==> src/rtl/ioexp_pkg.sv <==
package ioexp_pkg;

    localparam int BYTE_W = 8;
    localparam int CNT_W  = $clog2(BYTE_W + 1);

    localparam logic [5:0]        ADDR_BASE = 6'b010000;
    localparam logic [BYTE_W-1:0] RST_OUT   = 8'hFF;
    localparam logic [BYTE_W-1:0] RST_POL   = 8'h00;
    localparam logic [BYTE_W-1:0] RST_CFG   = 8'hFF;

    typedef enum logic [1:0] {
        SEL_IN  = 2'd0,
        SEL_OUT = 2'd1,
        SEL_POL = 2'd2,
        SEL_CFG = 2'd3
    } reg_sel_e;

    typedef enum logic [1:0] {
        PH_IDLE,
        PH_ADDR,
        PH_CMD,
        PH_DATA
    } phase_e;

    typedef struct packed {
        logic              en;
        reg_sel_e          sel;
        logic [BYTE_W-1:0] data;
    } wr_req_t;

    function automatic logic addr_hit(input logic [BYTE_W-1:0] b, input logic strap);
        return (b[7:1] == {ADDR_BASE, strap}) && !b[0];
    endfunction

    function automatic logic cmd_ok(input logic [BYTE_W-1:0] b);
        return b[BYTE_W-1:2] == '0;
    endfunction

endpackage

==> src/rtl/ioexp_line_sampler.sv <==
module ioexp_line_sampler #(
    parameter int STAGES = 2
) (
    input  logic clk,
    input  logic rst,
    input  logic scl_raw,
    input  logic sda_raw,
    output logic sda_lvl,
    output logic scl_rise,
    output logic scl_fall,
    output logic start_ev,
    output logic stop_ev
);
    logic [STAGES-1:0] scl_s, sda_s;
    logic              scl_d, sda_d, scl_lvl;

    for (genvar g = 0; g < STAGES; g++) begin : g_sync
        always_ff @(posedge clk) begin
            if (rst) begin
                scl_s[g] <= 1'b1;
                sda_s[g] <= 1'b1;
            end else if (g == 0) begin
                scl_s[g] <= scl_raw;
                sda_s[g] <= sda_raw;
            end else begin
                scl_s[g] <= scl_s[(g == 0) ? 0 : g-1];
                sda_s[g] <= sda_s[(g == 0) ? 0 : g-1];
            end
        end
    end

    assign scl_lvl = scl_s[STAGES-1];
    assign sda_lvl = sda_s[STAGES-1];

    always_ff @(posedge clk) begin
        if (rst) begin
            scl_d <= 1'b1;
            sda_d <= 1'b1;
        end else begin
            scl_d <= scl_lvl;
            sda_d <= sda_lvl;
        end
    end

    assign scl_rise = scl_lvl & ~scl_d;
    assign scl_fall = ~scl_lvl & scl_d;
    assign start_ev = scl_lvl & scl_d & ~sda_lvl & sda_d;
    assign stop_ev  = scl_lvl & scl_d & sda_lvl & ~sda_d;
endmodule

==> src/rtl/ioexp_byte_fsm.sv <==
module ioexp_byte_fsm
    import ioexp_pkg::*;
(
    input  logic    clk,
    input  logic    rst,
    input  logic    addr_sel,
    input  logic    sda_lvl,
    input  logic    scl_rise,
    input  logic    scl_fall,
    input  logic    start_ev,
    input  logic    stop_ev,
    output logic    sda_pull,
    output wr_req_t wr
);
    localparam logic [CNT_W-1:0] LAST_BIT = CNT_W'(BYTE_W);

    phase_e            phase_q;
    logic [CNT_W-1:0]  bit_q;
    logic              in_ack_q, ack_q;
    logic [BYTE_W-1:0] shreg_q;
    reg_sel_e          sel_q;
    logic              ack_ok;

    always_comb begin
        case (phase_q)
            PH_ADDR: ack_ok = addr_hit(shreg_q, addr_sel);
            PH_CMD:  ack_ok = cmd_ok(shreg_q);
            PH_DATA: ack_ok = 1'b1;
            default: ack_ok = 1'b0;
        endcase
    end

    always_ff @(posedge clk) begin
        if (rst) begin
            phase_q  <= PH_IDLE;
            bit_q    <= '0;
            in_ack_q <= 1'b0;
            ack_q    <= 1'b0;
            shreg_q  <= '0;
            sel_q    <= SEL_IN;
        end else if (start_ev) begin
            phase_q  <= PH_ADDR;
            bit_q    <= '0;
            in_ack_q <= 1'b0;
            ack_q    <= 1'b0;
        end else if (stop_ev) begin
            phase_q  <= PH_IDLE;
            bit_q    <= '0;
            in_ack_q <= 1'b0;
            ack_q    <= 1'b0;
        end else if (phase_q != PH_IDLE) begin
            if (scl_rise && !in_ack_q && bit_q < LAST_BIT) begin
                shreg_q <= {shreg_q[BYTE_W-2:0], sda_lvl};
                bit_q   <= bit_q + 1'b1;
            end else if (scl_fall && !in_ack_q && bit_q == LAST_BIT) begin
                in_ack_q <= 1'b1;
                ack_q    <= ack_ok;
            end else if (scl_fall && in_ack_q) begin
                in_ack_q <= 1'b0;
                ack_q    <= 1'b0;
                bit_q    <= '0;
                if (!ack_q) begin
                    phase_q <= PH_IDLE;
                end else if (phase_q == PH_ADDR) begin
                    phase_q <= PH_CMD;
                end else if (phase_q == PH_CMD) begin
                    phase_q <= PH_DATA;
                    sel_q   <= reg_sel_e'(shreg_q[1:0]);
                end
            end
        end
    end

    assign sda_pull = ack_q;

    always_comb begin
        wr.en   = scl_fall && in_ack_q && ack_q && (phase_q == PH_DATA) && !start_ev && !stop_ev;
        wr.sel  = sel_q;
        wr.data = shreg_q;
    end

    AST_ACK_AFTER_FALL: assert property (@(posedge clk) disable iff (rst)
        $rose(sda_pull) |-> $past(scl_fall)) else $error("pull not after fall");
    AST_START_RELEASES: assert property (@(posedge clk) disable iff (rst)
        start_ev |=> !sda_pull) else $error("start kept pull");
    AST_IDLE_SILENT: assert property (@(posedge clk) disable iff (rst)
        (phase_q == PH_IDLE) |-> (!sda_pull && !wr.en)) else $error("idle active");
endmodule

==> src/rtl/ioexp_regfile.sv <==
module ioexp_regfile
    import ioexp_pkg::*;
(
    input  logic              clk,
    input  logic              rst,
    input  logic [BYTE_W-1:0] pin_i,
    input  wr_req_t           wr,
    output logic [BYTE_W-1:0] in_q,
    output logic [BYTE_W-1:0] out_q,
    output logic [BYTE_W-1:0] pol_q,
    output logic [BYTE_W-1:0] cfg_q,
    output logic              out_wr
);
    always_ff @(posedge clk) begin
        if (rst) begin
            in_q   <= '0;
            out_q  <= RST_OUT;
            pol_q  <= RST_POL;
            cfg_q  <= RST_CFG;
            out_wr <= 1'b0;
        end else begin
            in_q   <= pin_i;
            out_wr <= 1'b0;
            if (wr.en) begin
                case (wr.sel)
                    SEL_OUT: begin
                        out_q  <= wr.data;
                        out_wr <= 1'b1;
                    end
                    SEL_POL: pol_q <= wr.data;
                    SEL_CFG: cfg_q <= wr.data;
                    default: ;
                endcase
            end
        end
    end

    AST_STROBE_SINGLE: assert property (@(posedge clk) disable iff (rst)
        out_wr |=> !out_wr) else $error("strobe too long");
    AST_RESET_VALUES: assert property (@(posedge clk) disable iff (rst)
        $past(rst) |-> (out_q == RST_OUT && pol_q == RST_POL && cfg_q == RST_CFG))
        else $error("bad reset values");
endmodule

==> src/rtl/ioexp_i2c_target.sv <==
module ioexp_i2c_target
    import ioexp_pkg::*;
#(
    parameter int SYNC_STAGES = 2
) (
    input  logic        clk,
    input  logic        rst,
    input  logic        addr_sel,
    input  logic        scl_i,
    input  logic        sda_i,
    input  logic [7:0]  pin_i,
    output logic        sda_pull_o,
    output logic [7:0]  in_port_o,
    output logic [7:0]  out_port_o,
    output logic [7:0]  pol_o,
    output logic [7:0]  cfg_o,
    output logic        out_wr_o
);
    logic    sda_lvl, scl_rise, scl_fall, start_ev, stop_ev;
    wr_req_t wr;

    ioexp_line_sampler #(.STAGES(SYNC_STAGES)) u_sampler (
        .clk(clk), .rst(rst), .scl_raw(scl_i), .sda_raw(sda_i),
        .sda_lvl(sda_lvl), .scl_rise(scl_rise), .scl_fall(scl_fall),
        .start_ev(start_ev), .stop_ev(stop_ev)
    );

    ioexp_byte_fsm u_fsm (
        .clk(clk), .rst(rst), .addr_sel(addr_sel), .sda_lvl(sda_lvl),
        .scl_rise(scl_rise), .scl_fall(scl_fall), .start_ev(start_ev),
        .stop_ev(stop_ev), .sda_pull(sda_pull_o), .wr(wr)
    );

    ioexp_regfile u_regs (
        .clk(clk), .rst(rst), .pin_i(pin_i), .wr(wr),
        .in_q(in_port_o), .out_q(out_port_o), .pol_q(pol_o),
        .cfg_q(cfg_o), .out_wr(out_wr_o)
    );

    AST_OUT_AFTER_FALL: assert property (@(posedge clk) disable iff (rst)
        (out_port_o != $past(out_port_o)) |-> ($past(scl_fall) && out_wr_o))
        else $error("output changed off ack end");
endmodule

==> config.mk <==
export PLATFORM = sky130hd
export DESIGN_NAME = ioexp_i2c_target
export DESIGN_NICKNAME = d
export VERILOG_FILES = /design/src/rtl/ioexp_pkg.sv /design/src/rtl/ioexp_line_sampler.sv /design/src/rtl/ioexp_byte_fsm.sv /design/src/rtl/ioexp_regfile.sv /design/src/rtl/ioexp_i2c_target.sv
export SDC_FILE = /design/constraint.sdc
export NUM_CORES = 1
export LEC_CHECK = 0
export ABC_CLOCK_PERIOD_IN_PS = 2100
export BUFFER_PORTS_ARGS = -buffer_cell sky130_fd_sc_hd__buf_2
export CAP_MARGIN = 20
export CORE_ASPECT_RATIO = 1.1
export CORE_MARGIN = 4
export CORE_UTILIZATION = 53
export DETAILED_ROUTE_END_ITERATION = 12
export PLACE_DENSITY = 0.89
export SETUP_SLACK_MARGIN = 0.5
export SLEW_MARGIN = 10
export SYNTH_ARGS = -nofsm -noshare
export SYNTH_HDL_FRONTEND = slang
export SYNTH_SLANG_ARGS = --single-unit
==> constraint.sdc <==
create_clock -name clk -period 2.1 [get_ports clk]
set_clock_uncertainty 0.15 [all_clocks]
set_input_delay 0.105 -clock clk [delete_from_list [all_inputs] [get_ports clk]]
set_output_delay 0.105 -clock clk [all_outputs]
set_load 0.1 [all_outputs]
==> run_results.csv <==
group,metric,value,unit
outcome,outcome,"completed",
worst_hold_path,min_to,"u_fsm.shreg_q[1]",
worst_setup_path,worst_setup_path_end_kind,"register",
drt,drc,0,
global_routing,overflow,0,
clock_tree,cts_tree,"built",
timing,report.final.slew_viol_count,0,
synth,syn_area,0.00219,mm^2
timing,timing.final.crit_share,83.8,%
die,initial_core_util,54.9,%
synth,synth_ff_type,"dfxtp_1",
timing,rsz0062_at_grt,"true",
worst_setup_path,timing.rr.end,"u_fsm.bit_q[0]",
synth,syn_inst,226,
synth,synth_simple_gate_area_share,23.4,%
power_and_ir_drop,combPwrFrac,7.3,%
drt,wl_met1,2500,um
power_and_ir_drop,ir_worst_vdd,0.745,mV
synth,synth-seq-cells,57,
global_routing,grt_pass1_vias,2038,
synth,ys_seq_area_share,52.0,%
timing,maxSlewHeadroom,51.9,%
worst_hold_path,min_path_cells,2,
drt,via_count,2084,
timing,max_freq,568,MHz
clock_tree,cts_buffers,9,
synth,synth_xor_area_share,1.20,%
worst_setup_path,critPathArrivalTime,1.87,ns
timing,setup_viol_count_final,0,
clock_tree,clk_latency,0.33,ns
power_and_ir_drop,leakage,1.17,nW
global_routing,grt_usage,26.8,%
synth,synth.distinct_cells,32,
worst_setup_path,required,2.21,ns
synth,synth-edff-count,0,
layout,area_growth_syn_to_layout,33.4,%
worst_setup_path,worstSetupPathType,"register to register",
power_and_ir_drop,swShare,24.8,%
worst_setup_path,start_kind,"register",
worst_setup_path,r2r_setup_slack,0.34,ns
worst_hold_path,hold_start,"rst",
drt,dr.pass1.iters,6,
drt,wl_per_cell,19.8,um
worst_setup_path,reg2regPathDepth,6,
die,fp.dieW,69.4,um
clock_tree,clock-sinks,57,
timing,hold_slack,0.170,ns
layout,num_antenna_cells,0,
worst_setup_path,timing.rr.start,"u_fsm.phase_q[1]",
run,maxCapViolations,0,
timing,final-hold-violation-count,0,
worst_setup_path,worst-path-max-fanout,6,
clock_tree,root_buffer,"clkbuf_8",
layout,final_common_cell,"dfxtp_1",
worst_hold_path,hold_class,"input pin to register",
layout,drive_above_1_share,37.2,%
drt,drt-total-wl,6950,um
power_and_ir_drop,intPower,1.70,mW
die,die_y,75.5,um
timing,fin_crit,1.76,ns
layout,utilization,73.3,%
placement,place_hpwl,3300,um
die,fp-row-count,24,
timing,tns,0,ns
global_routing,grt_pass1_wl,10600,um
clock_tree,cts_max_level,3,
clock_tree,path_clk_slew,0.07,ns
power_and_ir_drop,pwr-share-seq,48.9,%
synth,syn_avg_cell_area,9.71,um^2
global_routing,grt_max_degree,43,
drt,first_iter_violations,168,
layout,final_nets,313,
power_and_ir_drop,switchingPower,0.560,mW
timing,tightest_slew,0.722,ns
power_and_ir_drop,clkPwrFrac,43.9,%
synth,synthArstFlopShare,0,%
worst_setup_path,crit_start,"u_fsm.phase_q[1]",
placement,placed_cells,318,
drt,route.met2.wl,3430,um
synth,synth_mux_area_share,7.81,%
synth,synth_compound_area_share,8.10,%
drt,viasPerCell,5.95,
layout,layout.cells.non_filler,350,
synth,synth_top_family_by_area,"simple AND/OR/NAND/NOR gates",
synth,yosysWarnings,0,
drt,highest_layer,"met4",
drt,wl_met3,594,um
die,core-area,0.00399,mm^2
placement,numPortBuffers,46,
drt,ant_nets,0,
synth,synth_fa_ha_area_share,3.99,%
global_routing,grt_antenna_before_repair,0,
placement,gp_congestion,0.779,
clock_tree,clockBufferDepth,2,
power_and_ir_drop,power,2.26,mW
power_and_ir_drop,p_per_area,772,mW/mm^2
die,die_area,0.00524,mm^2
layout,layout_common_cells,"49 x dfxtp_1, 48 x buf_2, 29 x nor2_1",
synth,syn-num-nets,246,
die,ioPinCount,47,
-- synth_stat cells, drive strengths merged (3+ instances only) --
| cell type | count | area [um^2] |
|---|---|---|
| mux2i | 16 | 160 |
| nor2b | 10 | 62.6 |
| dfxtp | 57 | 1140 |
| ha | 7 | 87.6 |
| inv | 8 | 30.0 |
| nand3b | 3 | 35.0 |
| nand2 | 8 | 30.0 |
| nor4 | 4 | 70.1 |
| clkbuf | 8 | 30.0 |
| a21oi | 22 | 110 |
| or2 | 7 | 43.8 |
| nor3 | 20 | 100 |
| o21ai | 4 | 20.0 |
| buf | 3 | 17.5 |
| nor2 | 31 | 116 |
-- per-layer routing --
metal  up-vias  GRT usage [%]
met1       961           28.3
met2       169           47.7
met4         0           18.4
met5         -              0
li1        908              -
met3        46           7.26
-- registers in the layout, summed over array words and instances, names as in the netlist, 2 cells and up --
register / count
u_regs.cfg_q: 8
u_fsm.bit_q: 4
u_fsm.shreg_q: 8
u_regs.pol_q: 8
u_regs.out_q: 8
u_regs.in_q: 8
u_fsm.sel_q: 2
u_fsm.phase_q: 2
-- layout make-up --
cell class                      count  area (um^2)
Sequential cell                    57         1160
Fill cell                         218         1070
Multi-Input combinational cell    151         1060
Timing Repair Buffer               66          415
Clock buffer                       14          183
Tap cell                           52         65.1
Inverter                            8         32.5
Clock inverter                      2         10.0
-- per-stage QoR --
step / cell area [um^2] / worst slack, ns
2_1_floorplan: 2260 / 0.343
3_3_place_gp: 2540 / 0.326
3_5_place_dp: 2540 / 0.247
4_1_cts: 2890 / 0.381
5_1_grt: 2930 / 0.278
6_report: 2930 / 0.339
-- worst max path at each step --
| stage | to | slack (ns) | cells past startpoint |
|---|---|---|---|
| global placement | u_fsm.bit_q[0] | 0.33 | 6 |
| finish | u_fsm.bit_q[0] | 0.34 | 6 |
| CTS | u_fsm.bit_q[0] | 0.38 | 6 |
| global route | u_regs.pol_q[5] | 0.28 | 6 |
| detailed placement | u_fsm.bit_q[0] | 0.25 | 6 |
| floorplan | u_regs.pol_q[6] | 0.34 | 4 |
-- cell families (layout without fill, tap and decap cells) --
family,Yosys count,count (layout)
compound gates,32,32
xor+xnor,3,3
fa+ha+maj,7,7
buf+inv,19,90
flops,57,57
mux,17,17
simple gates,91,92
-- power groups by stage --
stage               Combinational (mW)  Sequential (mW)  Clock, mW
finish                           0.164             1.10      0.991
global route                     0.173             1.10       1.03
CTS                              0.157             1.10      0.975
detailed placement               0.138             1.13          0
global placement                 0.135             1.13          0
floorplan                       0.0504             1.19          0
-- worst max-delay path, stage by stage (launching register included) --
cell and delay, ns:
dfxtp_4 0.38, inv_4 0.05, ha_4 0.17, nor4_4 0.25, and2_4 0.29, mux2_4 0.31, nor2_1 0.08
-- what timing repair did --
action                                  4_1_cts  5_1_grt
endpoints found under the setup margin       40       32
gates resized for setup                       8       15
setup buffers                                 3        0
endpoints found under the hold margin        10        0
pin swaps                                     3        3
gates cloned                                  2        1
hold buffers                                 10        0
No activity file was read; power rests on OpenSTA's default activity.
